<file path="src/rtl/fbw_pkg.sv">
package fbw_pkg;

  // Reduce a loaded argument into the legal range of an axis.
  function automatic int unsigned arg_mod(int unsigned v, int unsigned lim);
    return v % lim;
  endfunction

  // Linear byte index of a position inside a row-major memory.
  function automatic int unsigned lin_index(int unsigned col, int unsigned row,
                                            int unsigned cols);
    return row * cols + col;
  endfunction

  // Select one bit of a configuration byte.
  function automatic logic pick_bit(logic [7:0] v, int unsigned b);
    return v[b];
  endfunction

endpackage

</file>
<file path="src/rtl/fbw_axis.sv">
module fbw_axis #(
  parameter int LIMIT = 64,
  parameter int ARG_W = 8,
  localparam int PW   = $clog2(LIMIT)
) (
  input  logic             clk,
  input  logic             rst_n,
  input  logic             load,
  input  logic [ARG_W-1:0] first_arg,
  input  logic [ARG_W-1:0] last_arg,
  input  logic             advance,
  output logic [PW-1:0]    pos,
  output logic             wrap
);
  logic [PW-1:0] start_q, end_q, pos_q;
  logic [PW:0]   bump;

  assign bump = {1'b0, pos_q} + {{PW{1'b0}}, 1'b1};
  assign wrap = bump > {1'b0, end_q};
  assign pos  = pos_q;

  always_ff @(posedge clk) begin
    if (!rst_n) begin
      pos_q   <= '0;
      start_q <= '0;
      end_q   <= PW'(LIMIT - 1);
    end else if (load) begin
      pos_q   <= PW'(fbw_pkg::arg_mod(32'(first_arg), LIMIT));
      start_q <= PW'(fbw_pkg::arg_mod(32'(first_arg), LIMIT));
      end_q   <= PW'(fbw_pkg::arg_mod(32'(last_arg), LIMIT));
    end else if (advance) begin
      pos_q   <= wrap ? start_q : bump[PW-1:0];
    end
  end
endmodule

</file>
<file path="src/rtl/fbw_flag.sv">
module fbw_flag (
  input  logic clk,
  input  logic rst_n,
  input  logic set,
  input  logic clr,
  output logic flag
);
  always_ff @(posedge clk) begin
    if (!rst_n)   flag <= 1'b0;
    else if (set) flag <= 1'b1;
    else if (clr) flag <= 1'b0;
  end
endmodule

</file>
<file path="src/rtl/fbw_addresser.sv">
module fbw_addresser #(
  parameter int COLS     = 64,
  parameter int ROWS     = 80,
  parameter int ARG_W    = 8,
  parameter int PIX_W    = 8,
  parameter int MODE_BIT = 2,
  localparam int CW      = $clog2(COLS),
  localparam int RW      = $clog2(ROWS),
  localparam int AW      = $clog2(COLS * ROWS)
) (
  input  logic             clk,
  input  logic             rst_n,
  input  logic             byte_strobe,
  input  logic [PIX_W-1:0] byte_in,
  input  logic             remap_load,
  input  logic [7:0]       remap_byte,
  input  logic             col_load,
  input  logic [ARG_W-1:0] col_first,
  input  logic [ARG_W-1:0] col_last,
  input  logic             row_load,
  input  logic [ARG_W-1:0] row_first,
  input  logic [ARG_W-1:0] row_last,
  input  logic             redraw_clr,
  output logic             mem_we,
  output logic [AW-1:0]    mem_addr,
  output logic [PIX_W-1:0] mem_wdata,
  output logic             redraw
);
  logic          vert_mode;
  logic          win_load;
  logic          wr_accept;
  logic          col_adv, row_adv;
  logic          col_wrap, row_wrap;
  logic [CW-1:0] col_pos;
  logic [RW-1:0] row_pos;

  // Direction select, captured from the configuration byte.
  always_ff @(posedge clk) begin
    if (!rst_n)          vert_mode <= 1'b0;
    else if (remap_load) vert_mode <= fbw_pkg::pick_bit(remap_byte, MODE_BIT);
  end

  // A window load in the same cycle discards the byte.
  assign win_load  = col_load | row_load;
  assign wr_accept = byte_strobe & ~win_load;

  // The inner axis steps on every byte; the outer one only on inner wrap.
  assign col_adv = wr_accept & (vert_mode ? row_wrap : 1'b1);
  assign row_adv = wr_accept & (vert_mode ? 1'b1 : col_wrap);

  fbw_axis #(.LIMIT(COLS), .ARG_W(ARG_W)) u_col (
    .clk(clk), .rst_n(rst_n), .load(col_load),
    .first_arg(col_first), .last_arg(col_last),
    .advance(col_adv), .pos(col_pos), .wrap(col_wrap)
  );

  fbw_axis #(.LIMIT(ROWS), .ARG_W(ARG_W)) u_row (
    .clk(clk), .rst_n(rst_n), .load(row_load),
    .first_arg(row_first), .last_arg(row_last),
    .advance(row_adv), .pos(row_pos), .wrap(row_wrap)
  );

  fbw_flag u_redraw (
    .clk(clk), .rst_n(rst_n), .set(wr_accept), .clr(redraw_clr), .flag(redraw)
  );

  assign mem_we    = wr_accept;
  assign mem_addr  = AW'(fbw_pkg::lin_index(32'(col_pos), 32'(row_pos), COLS));
  assign mem_wdata = byte_in;
endmodule

</file>
<file path="config.mk">
export PLATFORM = sky130hd
export DESIGN_NAME = fbw_addresser
export DESIGN_NICKNAME = d
export VERILOG_FILES = /design/src/rtl/fbw_pkg.sv /design/src/rtl/fbw_axis.sv /design/src/rtl/fbw_flag.sv /design/src/rtl/fbw_addresser.sv
export SDC_FILE = /design/constraint.sdc
export NUM_CORES = 1
export LEC_CHECK = 0
export BUFFER_PORTS_ARGS = -buffer_cell sky130_fd_sc_hd__buf_2
export CAP_MARGIN = 10
export CORE_ASPECT_RATIO = 1.4
export CORE_MARGIN = 5
export CORE_UTILIZATION = 40
export CTS_BUF_LIST = sky130_fd_sc_hd__clkbuf_16
export DETAILED_ROUTE_END_ITERATION = 16
export GPL_ROUTABILITY_DRIVEN = 0
export PLACE_DENSITY = 0.77
export SLEW_MARGIN = 20
export SYNTH_ARGS = -nofsm -noshare
export SYNTH_HDL_FRONTEND = slang
export SYNTH_SLANG_ARGS = --single-unit
</file>
<file path="constraint.sdc">
create_clock -name clk -period 3.95 [get_ports clk]
set_input_delay 0 -clock clk [delete_from_list [all_inputs] [get_ports clk]]
set_output_delay 0 -clock clk [all_outputs]
set_load 0.005 [all_outputs]
</file>
Word-level counts from Yosys, hierarchy flattened:

Cells that the tools add are included.

* bitwise operators: 5
* reduce and logical (&&, ||, !) cells: 3
* order comparisons: 2
* multiplexer cells: 10
* divide/modulo/power cells: 2
* $add $sub $neg: 3

Operators by type and width (count)
* 8-bit by 7-bit remainder unit with 32-bit output, second input constant: 2
* 7-bit two-way mux: 3
* 6-bit two-way mux: 3
* 13-bit by 6-bit adder with 13-bit output: 1
* 7-bit by 1-bit adder with 8-bit output, second input constant: 1
* 8-bit by 7-bit > comparator with 1-bit output: 1
* 6-bit by 1-bit adder with 7-bit output, second input constant: 1
* 7-bit by 6-bit > comparator with 1-bit output: 1
* 2-bit nonzero test: 3
* 1-bit two-way mux: 4
* 1-bit bitwise AND: 3
* 1-bit NOT: 1
* 1-bit bitwise OR: 1

* register bits after elaboration: 41
* output and inout port bits: 23
* bits of input ports: 55

Logic depth before layout (Yosys ltp):

Gate-level depths: netlist of run 1.

* word-level depth: 6
* depth in mapped cells: 11

Modules after synthesis:

From an unflattened synthesis of run 1, not the netlist that was laid out.

* cell total of the unflattened synthesis: 331
* area, all modules: 2738.9 sq um

By module, submodules not included
* fbw_axis at u_row: sequential area each 420.4 sq um, times used 1, cells an instance 198, area an instance 1559.0 sq um
* fbw_axis at u_col: sequential area each 360.3 sq um, times used 1, cells an instance 115, area an instance 1007.2 sq um
* fbw_addresser: sequential area each 20.0 sq um, times used 1, cells an instance 15, area an instance 131.4 sq um
* fbw_flag: sequential area each 20.0 sq um, times used 1, cells an instance 3, area an instance 41.3 sq um

Least setup slack after synthesis of run 1:

No wires, ideal clock.

* kind: register -> register
* from: register u_col.pos_q[0] (netlist: u_col.pos[0])
* to: register u_row.pos_q[0] (netlist: u_row.pos[0])
* library setup time: 0.075 ns
* arrival time: 2.525 ns
* slack: 1.350 ns
* cell stages (with the launch flop): 11
* data required time: 3.875 ns
* path through: dfxtp_1 ha_1 nand3_1 xnor2_1 ha_1 a21o_1 a21o_1 o21a_4 o31a_1 or3b_1 a31oi_1

* word-level cells in the longest chain between the ends: 5

RTL lines
* start, declared: line fbw_axis.sv:15 `logic [PW-1:0] start_q, end_q, pos_q;`
* start signal, assigned: line fbw_axis.sv:28 `pos_q <= PW'(fbw_pkg::arg_mod(32'(first_arg), LIMIT));`
* start signal, assigned: line fbw_axis.sv:32 `pos_q <= wrap ? start_q : bump[PW-1:0];`
* 6-bit by 1-bit adder with 7-bit output: line fbw_axis.sv:18 `assign bump = {1'b0, pos_q} + {{PW{1'b0}}, 1'b1};`
* 7-bit by 6-bit > comparator with 1-bit output: line fbw_axis.sv:19 `assign wrap = bump > {1'b0, end_q};`
* 1-bit two-way mux: line fbw_addresser.sv:49 `assign row_adv = wr_accept & (vert_mode ? 1'b1 : col_wrap);`
* 1-bit bitwise AND: line fbw_addresser.sv:49
* 2-bit nonzero test (no source line)
* end signal, assigned: line fbw_axis.sv:28
* end signal, assigned: line fbw_axis.sv:32
* end, declared: line fbw_axis.sv:15

No other way between the ends.
A chain may end at the register's enable or synchronous reset.

Worst setup path after layout of run 1:

* from: register u_row.pos_q[0] (netlist: u_row.pos[0])
* to: register u_col.pos_q[1] (netlist: u_col.pos[1])

* word-level cells in the longest chain between the ends: 5

RTL lines
* 7-bit by 1-bit adder with 8-bit output: line fbw_axis.sv:18
* 8-bit by 7-bit > comparator with 1-bit output: line fbw_axis.sv:19
* 1-bit two-way mux: line fbw_addresser.sv:48 `assign col_adv = wr_accept & (vert_mode ? row_wrap : 1'b1);`
* 1-bit bitwise AND: line fbw_addresser.sv:48
* 2-bit nonzero test (no source line)

No other way between the ends.

==> results of run 1 <==
worst max-delay path by stage:
stage	to	slack (ns)	cells after the start
after detailed placement	u_row.pos[0]$_SDFFE_PN0P_	1.05	10
final	u_col.pos[1]$_SDFFE_PN0P_	0.96	10
after CTS	u_col.pos[1]$_SDFFE_PN0P_	1.0	10
after floorplan	u_row.pos[0]$_SDFFE_PN0P_	1.35	10
after global routing	u_col.pos[1]$_SDFFE_PN0P_	0.67	10
after global placement	u_col.pos[1]$_SDFFE_PN0P_	1.05	10
layer usage:
| layer | part of all wire | wire (µm) | global-route usage |
|---|---|---|---|
| met1 | 0.41 | 2567 | 0.1744 |
| met4 | 0.030 | 189 | 0.07740 |
| met2 | 0.51 | 3184 | 0.2802 |
| met3 | 0.057 | 358 | 0.04561 |
| met5 | 0 | 0 | 0 |
power by group:
| group | switching [mW] | internal, mW |
|---|---|---|
| clock network | 0.160 | 0.296 |
| logic | 0.128 | 0.113 |
| registers | 0.0260 | 0.445 |
| total | 0.314 | 0.853 |
Yosys cell counts (all sizes together) (2+ instances only):
cell type   n
o211ai     17
a31oi       7
xnor2       9
a41oi       3
xor2        3
a211oi      4
a21oi      20
o21ai      18
mux2        3
nor4        2
nor2       22
nand3      15
or2         4
dfxtp      41
clkbuf     10
inv        16
mux2i      13
and3        6
a21o        5
nor3        5
ha         18
buf        12
nand2      40
nand2b      3
o22ai       2
nor2b       5
worst reg2reg max path, cell delays in order, from the launching register on:
cell and delay [ns]:
sky130_fd_sc_hd__dfxtp_1 0.47, sky130_fd_sc_hd__ha_1 0.27, sky130_fd_sc_hd__nand3_1 0.11, sky130_fd_sc_hd__xnor2_1 0.26
sky130_fd_sc_hd__ha_1 0.29, sky130_fd_sc_hd__nand3_1 0.13, sky130_fd_sc_hd__nor2_1 0.10, sky130_fd_sc_hd__a211o_1 0.33
sky130_fd_sc_hd__a41oi_2 0.52, sky130_fd_sc_hd__o211ai_1 0.16, sky130_fd_sc_hd__o32ai_1 0.26
layout make-up:
type,instances,area [µm²],share of cell area
Multi-Input combinational cell,238,1556,0.4944
Clock inverter,3,41.29,0.01312
Clock buffer,5,125.1,0.03975
Sequential cell,41,820.8,0.2607
Inverter,17,63.81,0.02027
Tap cell,72,90.09,0.02862
Timing Repair Buffer,70,450.4,0.1431
flip-flops by register name, summed over array words and instances (netlist names):
| name | count |
|---|---|
| u_row.pos | 7 |
| u_col.start_q | 6 |
| u_col.pos | 6 |
| vert_mode | 1 |
| u_row.start_q | 7 |
| u_redraw.flag | 1 |
| u_row.end_q | 7 |
| u_col.end_q | 6 |
metrics by stage:
step,hold slack (ns),cells
3_5_place_dp,0.00003458,418
2_1_floorplan,0.08082,318
3_3_place_gp,0.00003458,418
5_1_grt,0.000008399,446
4_1_cts,0.00003458,446
6_report,0.000002264,446
kinds of logic after synthesis:
family	Yosys count	synth area share
multiplexers	16	0.06396
flip-flops	41	0.3203
XOR/XNOR	12	0.04102
AO/OA/AOI/OAI	86	0.2246
adder cells (fa/ha/maj)	18	0.08789
buffers and inverters	39	0.07227
AND/OR/NAND/NOR	106	0.1899
==> implementation parameters, run 1 <==
Parameter                              Value

Route
  Via Count ... 2492
  Detailed-route vias per instance ... 5.587
  Wire per inst ... 14.12 µm
  Wire length reported by the detailed router ... 6299 µm
  Number of nets with antenna violations after routing ... 0
  Drt first pass iters ... 4
  DR DRC count ... 0
  DRT iter0 DRCs ... 131

Setup path
  Worst reg2reg startpoint ... u_row.pos[0]$_SDFFE_PN0P_
  Nature of the critical path endpoint ... register
  R2R cell count ... 10
  Startpoint types ... register
  Maximum fanout along the worst path ... 12
  CP arrival ... 3.17 ns
  Cells along the critical path ... ha_1 > nand3_1 > xnor2_1 > ha_1 > nand3_1 > nor2_1 > a211o_1 > a41oi_2 > o211ai_1 > o32ai_1
  Launching instance or port of the critical path ... u_row.pos[0]$_SDFFE_PN0P_
  Slowest stage cell, crit path ... sky130_fd_sc_hd__a41oi_2
  Worst Setup Path Type ... reg -> reg
  RR Endpoint ... u_col.pos[1]$_SDFFE_PN0P_
  Setup slack of the most critical reg-to-reg path ... 0.96 ns
  Crit path buf inv count ... 0
  Critical Path RT ... 4.13 ns
  Largest stage delay, worst path ... 0.52 ns
  Category of cells accounting for the largest share of critical-path delay ... compound AO/OA/AOI/OAI gates

Place
  HPWL Detailed ... 4537 µm
  Number of I/O port buffers ... 50
  Worst slack, placed ... 1.052 ns
  Placement-stage cell area ... 2781 µm²

Run status
  Result of the run ... completed

Clock tree
  Total number of clock tree sinks ... 41
  TritonCTS clock tree ... yes
  Bufs on Longest Clock Path ... 2
  Worst skew pair latency ... 0.28 ns
  Clock transition at the registers of the reported paths ... 0.06 ns
  CTS-repair resized insts ... 0
  Total clock buffers created by CTS ... 5
  H-tree Lvls ... 2
  Buffers inserted during post-CTS setup optimization ... 0
  Clock root buffer ... sky130_fd_sc_hd__clkbuf_16
  Total of hold buffers inserted after clock tree synthesis ... 20

Synth
  Cell type with the highest aggregate area in the netlist ... sky130_fd_sc_hd__dfxtp_1
  Mapped Area ... 2562 µm²
  Number of distinct standard cells referenced by the synthesized netlist ... 46
  Share of flip-flops with an asynchronous set or reset ... 0
  Syn avg cell area ... 8.058 µm²
  Fraction of post-synthesis cell area in the top cell type by area ... 0.3203
  Synthesized instance count ... 318
  Count of yosys warnings during synthesis ... 0
  #FFs+latches synth ... 41
  Number of enable-type register cells in the synthesized netlist ... 0
  Cell types with the largest area share after synthesis ... sky130_fd_sc_hd__dfxtp_1 (32%), sky130_fd_sc_hd__ha_1 (8.8%), sky130_fd_sc_hd__nand2_1 (5.9%)
  Register area share after synthesis ... 0.3203
  Post-synth net total ... 391
  Main synth FF type ... sky130_fd_sc_hd__dfxtp_1

STA
  Setup TNS ... 0 ns
  Smallest setup slack after layout ... 0.9630 ns
  Ratio of final minimum period to clock period ... 0.7562
  Slew margin rel. ... 0.6271
  Slew at the pin closest to its max-slew limit ... 0.5559 ns
  Max Freq ... 0.3348 GHz
  Number of setup violations in the final report ... 0
  Crit path time final ... 2.987 ns
  Final max-slew violation count ... 0
  Final count of hold timing violations ... 0
  Setup repair after global routing missed its margin ... no
  Post-route clock skew ... 0.005090 ns

Floorplan
  Std-Cell Rows ... 34
  Area enclosed by the die boundary ... 8129 µm²
  Initial Utilization ... 0.4126
  Top Ports ... 78
  Placeable Area ... 6211 µm²
  Die W ... 77.65 µm
  Vertical extent of the die ... 104.7 µm

Layout
  Cell area after layout ... 3148 µm²
  Area grow syn2layout ... 22.85%
  Final Util ... 0.5068
  Commonest non-fill, non-tap cells in the layout ... sky130_fd_sc_hd__buf_2 (50), sky130_fd_sc_hd__dfxtp_1 (41), sky130_fd_sc_hd__nand2_1 (40)
  Share of layout cells above drive strength 1 ... 0.1818
  Most common library cell in the layout ignoring fill and taps ... sky130_fd_sc_hd__buf_2
  Count of inserted antenna diode cells ... 0
  Filler cell count in the final layout ... 608
  Layout Nets ... 446

Global routing
  Maximum number of pins on one net before global-route repair ... 32
  Number of antenna violations at the first check in global routing ... 0
  Via count of the first global-routing pass ... 2520
  GRT overflow ... 0
  Total routing usage reported by global routing ... 0.1605
  Wire length of the first global-routing pass ... 11010 µm

Power and ir drop
  Peak ir drop on the vdd network ... 0.2204 mV
  Cell leakage power ... 1.443 nW
  Sum of internal, switching and leakage power ... 1.167 mW
  Power per Cell Area ... 370.6 nW/µm²

Worst hold path
  Hold-critical path depth ... 0
  Hold Crit Endpoint ... mem_wdata[1]
  Hold Path Origin ... byte_in[1]
  Path class of the lowest-slack min-delay path ... in -> out

Run
  Number of violations of the max-capacitance limit ... 0
No activity file was read; power rests on OpenSTA's default activity.
==> inputs of run 2 (changes only) <==
- PLACE_DENSITY: 0.77 -> 0.79
- clock period: 3.95 -> 2.62 ns (I/O delays scaled with it)
==> implementation parameters, run 2 (synthesis gave the netlist of run 1 again) <==
Parameter                              Value

Run status
  Result of the run ... completed

Global routing
  Wire length of the first global-routing pass ... 10900 µm (-1.0%)
  GRT overflow ... 0 (unchanged)
  Via count of the first global-routing pass ... 2572 (+2.1%)
  Number of antenna violations at the first check in global routing ... 0 (unchanged)
  Total routing usage reported by global routing ... 0.1581 (-0.002338)
  Maximum number of pins on one net before global-route repair ... 32 (unchanged)

Clock tree
  Clock root buffer ... sky130_fd_sc_hd__clkbuf_16
  Bufs on Longest Clock Path ... 2 (unchanged)
  H-tree Lvls ... 2 (unchanged)
  Clock transition at the registers of the reported paths ... 0.06 ns (about the same)
  TritonCTS clock tree ... yes
  Total clock buffers created by CTS ... 5 (unchanged)
  Total number of clock tree sinks ... 41 (unchanged)
  Worst skew pair latency ... 0.28 ns (about the same)

Setup path
  Nature of the critical path endpoint ... register
  Maximum fanout along the worst path ... 5 (-7)
  Startpoint types ... register
  Critical Path RT ... 2.83 ns (-1.30 ns)
  CP arrival ... 2.78 ns (-0.39 ns)
  Worst Setup Path Type ... reg -> reg

Power and ir drop
  Power per Cell Area ... 534.9 nW/µm² (+44%)
  Cell leakage power ... 1.581 nW (+9.6%)
  Sum of internal, switching and leakage power ... 1.843 mW (+58%)
  Peak ir drop on the vdd network ... 0.2426 mV (+10%)

STA
  Slew at the pin closest to its max-slew limit ... 0.5496 ns (-0.006279 ns)
  Final hold slack ... 0.000002264 ns (unchanged)
  Max Freq ... 0.3889 GHz (+16%)
  Setup TNS ... 0 ns (unchanged)
  Ratio of final minimum period to clock period ... 0.9815 (+0.2253)
  Number of setup violations in the final report ... 0 (unchanged)
  Crit path time final ... 2.571 ns (-0.4156 ns)
  Post-route clock skew ... 0.003511 ns (-0.001579 ns)
  Final max-slew violation count ... 0 (unchanged)
  Smallest setup slack after layout ... 0.04860 ns (-0.9144 ns)
  Slew margin rel. ... 0.6336 (+0.006477)
  Final count of hold timing violations ... 0 (unchanged)

Place
  Number of I/O port buffers ... 50 (unchanged)
  Placement-stage cell area ... 2887 µm² (+3.8%)
  HPWL Detailed ... 4750 µm (+4.7%)
  Worst slack, placed ... -0.01389 ns (-1.066 ns)
  Dpl cells ... 432 (+3.3%)

Layout
  Commonest non-fill, non-tap cells in the layout ... sky130_fd_sc_hd__buf_2 (50), sky130_fd_sc_hd__nand2_1 (40), sky130_fd_sc_hd__dfxtp_1 (34)
  Count of inserted antenna diode cells ... 0 (unchanged)
  Most common library cell in the layout ignoring fill and taps ... sky130_fd_sc_hd__buf_2
  Layout Nets ... 462 (+3.6%)
  Final standard cell count with taps included and fillers excluded ... 462 (+3.6%)
  Share of layout cells above drive strength 1 ... 0.2949 (+0.1131)
  Final Util ... 0.5548 (+0.04795)
  Cell area after layout ... 3446 µm² (+9.5%)
  Area grow syn2layout ... 34.47%
  Filler cell count in the final layout ... 527 (-13%)

Route
  DR DRC count ... 0 (unchanged)
  Detailed-route vias per instance ... 5.639 (+0.91%)
  Wire length reported by the detailed router ... 6975 µm (+11%)
  Via Count ... 2605 (+4.5%)
  Wire per inst ... 15.10 µm (+6.9%)
  DRT iter0 DRCs ... 166 (+27%)
  Drt first pass iters ... 4 (unchanged)
  Number of nets with antenna violations after routing ... 0 (unchanged)

Floorplan
  Area enclosed by the die boundary ... 8129 µm² (unchanged)
  Placeable Area ... 6211 µm² (unchanged)
  Initial Utilization ... 0.4126 (unchanged)
  Top Ports ... 78 (unchanged)
  Std-Cell Rows ... 34 (unchanged)
  Die W ... 77.65 µm (unchanged)
  Vertical extent of the die ... 104.7 µm (unchanged)

Run
  Number of violations of the max-capacitance limit ... 0 (unchanged)

Worst hold path
  Path class of the lowest-slack min-delay path ... in -> out
## run 2: changes by cell type in the layout (fill, tap and decap cells not counted), moves of 4 or more
cell and change:
sky130_fd_sc_hd__ha_4 +4, sky130_fd_sc_hd__nand3_1 -4, sky130_fd_sc_hd__dfxtp_1 -7, sky130_fd_sc_hd__dfxtp_2 +6, sky130_fd_sc_hd__buf_4 +17, sky130_fd_sc_hd__ha_1 -5
sky130_fd_sc_hd__xnor2_2 +6, sky130_fd_sc_hd__xnor2_1 -6
## run 2: worst paths after layout
check / to / slack [ns] / cells past startpoint / start
worst max-delay path: u_row.pos[6]$_SDFFE_PN0P_ / 0.05 / 11 / u_row.pos[4]$_SDFFE_PN0P_
worst min-delay path: mem_wdata[1] / 0.000002 / 0 / byte_in[1]
worst max register to register: u_row.pos[6]$_SDFFE_PN0P_ / 0.05 / 11 / u_row.pos[4]$_SDFFE_PN0P_
worst min register to register: u_row.start_q[6]$_SDFFE_PN0P_ / 0.47 / 2 / u_row.start_q[6]$_SDFFE_PN0P_
## run 2: layout make-up
cell class                 count  area [µm²]  area share
clock inverter                 3       37.54     0.01089
inverter                      17       63.81     0.01852
timing repair buffer          86       569.3      0.1652
clock buffer                   5       125.1     0.03631
sequential                    41       832.0      0.2415
multi-input combinational    238        1728      0.5015
tap                           72       90.09     0.02614
## run 2: timing repair
| item | 4_1_cts | 5_1_grt |
|---|---|---|
| setup endpoints to repair | 3 | 13 |
| hold endpoints to repair | 18 | 0 |
| gates cloned | 0 | 0 |
| pin swaps | 4 | 12 |
| buffers inserted | 1 | 3 |
| hold buffers | 18 | 0 |
| gates resized for setup | 2 | 35 |
## run 2: metal layers
metal / GRT usage / routed length (µm) / vias up
met1: 0.1637 / 2514 / 1212
met3: 0.03873 / 450 / 18
met2: 0.2981 / 3855 / 106
met5: 0 / 0 / -
met4: 0.05897 / 155 / 0
li1: - / - / 1269
## run 2: where the power goes
part / leakage (nW) / switching, mW / total (mW) / internal [mW]
Sequential: 0.342 / 0.0307 / 0.703 / 0.673
Clock: 0.0826 / 0.236 / 0.678 / 0.442
Combinational: 1.16 / 0.240 / 0.462 / 0.221
Total: 1.58 / 0.507 / 1.84 / 1.34
## run 2: worst max-delay path: stages (launching register included)
cell	delay [ns]
sky130_fd_sc_hd__dfxtp_1	0.34
sky130_fd_sc_hd__and3_4	0.21
sky130_fd_sc_hd__nand3_2	0.12
sky130_fd_sc_hd__xnor2_2	0.22
sky130_fd_sc_hd__ha_4	0.25
sky130_fd_sc_hd__a21o_1	0.22
sky130_fd_sc_hd__a21oi_2	0.21
sky130_fd_sc_hd__o22a_1	0.21
sky130_fd_sc_hd__buf_4	0.15
sky130_fd_sc_hd__a21oi_1	0.06
sky130_fd_sc_hd__or3_1	0.32
sky130_fd_sc_hd__a31oi_1	0.17
==> inputs of run 3 (changes only) <==
--- a/config.mk
+++ b/config.mk
@@ -15,3 +15,3 @@
 export GPL_ROUTABILITY_DRIVEN = 0
-export PLACE_DENSITY = 0.79
+export PLACE_DENSITY = 0.67
 export SLEW_MARGIN = 20
==> constraint.sdc (replaced) <==
create_clock -name clk -period 2.62 [get_ports clk]
set_input_delay 0.262 -clock clk [delete_from_list [all_inputs] [get_ports clk]]
set_output_delay 0.262 -clock clk [all_outputs]
set_load 0.005 [all_outputs]
==> implementation parameters, run 3 (synthesis gave the netlist of run 1 again) <==
Parameter                              Value

Clock tree
  TritonCTS clock tree ... yes
  Clock transition at the registers of the reported paths ... 0.06 ns (about the same)
  Total of hold buffers inserted after clock tree synthesis ... 0 (-18)
  Worst skew pair latency ... 0.28 ns (about the same)
  H-tree Lvls ... 2 (unchanged)
  Total clock buffers created by CTS ... 5 (unchanged)
  Clock root buffer ... sky130_fd_sc_hd__clkbuf_16
  Bufs on Longest Clock Path ... 2 (unchanged)
  Total number of clock tree sinks ... 41 (unchanged)

Setup path
  Launching instance or port of the critical path ... u_col.pos[1]$_SDFFE_PN0P_
  Setup slack of the most critical reg-to-reg path ... 0.06 ns (+0.02 ns)
  Cell occurring most often along the worst timing path ... sky130_fd_sc_hd__a21o_1
  Maximum fanout along the worst path ... 6 (+1)
  R2R cell count ... 10 (-1)
  Critical Path RT ... 2.83 ns (about the same)
  Largest stage delay, worst path ... 0.36 ns (+0.02 ns)
  Slowest stage cell, crit path ... sky130_fd_sc_hd__dfxtp_2
  Worst Setup Path Type ... reg -> reg
  CP arrival ... 2.76 ns (-0.02 ns)
  Capture point of the critical path ... u_row.pos[0]$_SDFFE_PN0P_
  Startpoint types ... register
  Nature of the critical path endpoint ... register
  Worst reg2reg startpoint ... u_col.pos[1]$_SDFFE_PN0P_
  Cells along the critical path ... ha_4 > nand3_2 > xnor2_2 > ha_1 > a21o_1 > a21o_1 > o21a_4 > o31a_1 > or3b_1 > a31oi_1
  RR Endpoint ... u_row.pos[0]$_SDFFE_PN0P_

STA
  Slew margin rel. ... 0.7031 (+0.06952)
  Number of setup violations in the final report ... 0 (unchanged)
  Slew at the pin closest to its max-slew limit ... 0.4427 ns (-0.1070 ns)
  Setup TNS ... 0 ns (unchanged)
  Post-route clock skew ... 0.002580 ns (-0.0009313 ns)
  Ratio of final minimum period to clock period ... 0.9753 (-0.006122)
  Max Freq ... 0.3913 GHz (+0.63%)
  Crit path time final ... 2.555 ns (-0.01604 ns)
  Final count of hold timing violations ... 0 (unchanged)
  Final max-slew violation count ... 0 (unchanged)

Layout
  Layout Nets ... 450 (-2.6%)
  Final Util ... 0.5125 (-0.04231)
  Final standard cell count with taps included and fillers excluded ... 449 (-2.8%)
  Share of layout cells above drive strength 1 ... 0.2838 (-0.01105)
  Most common library cell in the layout ignoring fill and taps ... sky130_fd_sc_hd__buf_2
  Filler cell count in the final layout ... 585 (+11%)
  Commonest non-fill, non-tap cells in the layout ... sky130_fd_sc_hd__buf_2 (50), sky130_fd_sc_hd__nand2_1 (40), sky130_fd_sc_hd__dfxtp_1 (36)
  Cell area after layout ... 3183 µm² (-7.6%)
  Count of inserted antenna diode cells ... 0 (unchanged)
  Area grow syn2layout ... 24.22%

Power and ir drop
  Sum of internal, switching and leakage power ... 1.684 mW (-8.6%)
  Cell leakage power ... 1.506 nW (-4.8%)
  Peak ir drop on the vdd network ... 0.3070 mV (+27%)
  Power per Cell Area ... 529.1 nW/µm² (-1.1%)

Floorplan
  Vertical extent of the die ... 104.7 µm (unchanged)
  Std-Cell Rows ... 34 (unchanged)
  Top Ports ... 78 (unchanged)
  Die W ... 77.65 µm (unchanged)
  Initial Utilization ... 0.4126 (unchanged)
  Placeable Area ... 6211 µm² (unchanged)
  Area enclosed by the die boundary ... 8129 µm² (unchanged)

Place
  Placement-stage cell area ... 2932 µm² (+1.6%)
  Number of I/O port buffers ... 50 (unchanged)
  HPWL Detailed ... 4869 µm (+2.5%)
  Dpl cells ... 438 (+1.4%)

Route
  DR DRC count ... 0 (unchanged)
  Wire per inst ... 14.43 µm (-4.4%)
  Detailed-route vias per instance ... 5.437 (-3.6%)
  DRT iter0 DRCs ... 68 (-59%)
  Wire length reported by the detailed router ... 6480 µm (-7.1%)
  Number of nets with antenna violations after routing ... 0 (unchanged)
  Drt first pass iters ... 4 (unchanged)
  Via Count ... 2441 (-6.3%)

Global routing
  GRT overflow ... 0 (unchanged)
  Total routing usage reported by global routing ... 0.1542 (-0.003928)
  Wire length of the first global-routing pass ... 10300 µm (-5.5%)
  Number of antenna violations at the first check in global routing ... 0 (unchanged)
  Maximum number of pins on one net before global-route repair ... 31 (-3.1%)
  Via count of the first global-routing pass ... 2333 (-9.3%)

Run
  Number of violations of the max-capacitance limit ... 0 (unchanged)

Run status
  Result of the run ... completed

Worst hold path
  Path class of the lowest-slack min-delay path ... in -> reg
==> run 3: cell types whose count changed in the layout (fill, tap and decap cells not counted), sizes merged <==
cell	before	now
dlygate4sd3	18	0
buf	68	74
bufinv	1	0
==> run 3: critical path: cells and delay by family (launching register included) <==
kind / cells / cell delay [ns]
AO/OA/AOI/OAI: 5 / 1.04
XOR/XNOR: 1 / 0.16
adder cells (fa/ha/maj): 2 / 0.46
flip-flops: 1 / 0.36
AND/OR/NAND/NOR: 2 / 0.45
==> run 3: power breakdown <==
group,leakage (nW),switching (mW),total (mW),internal [mW]
logic,1.10,0.213,0.407,0.193
clock network,0.0685,0.234,0.575,0.341
registers,0.342,0.0310,0.703,0.672
==> run 3: through the flow <==
step / hold slack, ns / setup slack (ns)
after floorplan: 0.3906 / 0.02019
after global placement: 0.4519 / 0.08087
after detailed placement: 0.4576 / 0.007620
after CTS: 0.1943 / 0.01791
after global routing: 0.1984 / -0.02011
final: 0.1969 / 0.06464
==> run 3: final cells by class <==
class                           count  area (µm²)  share of cell area
Timing Repair Buffer               74       430.4              0.1352
Tap cell                           72       90.09             0.02830
Multi-Input combinational cell    238        1634              0.5134
Sequential cell                    41       832.0              0.2614
Clock buffer                        5       125.1             0.03931
Inverter                           17       63.81             0.02005
Clock inverter                      2       7.507            0.002358
==> run 3: how the worst min path moves through the flow <==
stage / from / end / slack (ns) / depth (start not counted)
floorplan: row_last[0] / u_row.end_q[0]$_SDFFE_PN1P_ / 0.39 / 2
global placement: u_col.start_q[3]$_SDFFE_PN0P_ / u_col.start_q[3]$_SDFFE_PN0P_ / 0.45 / 2
detailed placement: u_row.start_q[0]$_SDFFE_PN0P_ / u_row.start_q[0]$_SDFFE_PN0P_ / 0.46 / 2
CTS: col_last[4] / u_col.end_q[4]$_SDFFE_PN1P_ / 0.19 / 3
global route: col_last[0] / u_col.end_q[0]$_SDFFE_PN1P_ / 0.20 / 3
finish: col_last[4] / u_col.end_q[4]$_SDFFE_PN1P_ / 0.20 / 3
==> run 3: layer usage <==
metal,vias to the layer above,GRT usage,wire length [µm]
li1,1245,-,-
met1,1142,0.1651,2627
met2,43,0.2867,3403
met3,11,0.03614,312
met4,0,0.05528,137
met5,-,0,0
==> run 3: repair_timing <==
item                       4_1_cts  5_1_grt
resized for setup                1       20
buffers inserted                 0        4
pin swaps                        0        8
setup endpoints to repair        1       12
gates cloned                     0        0
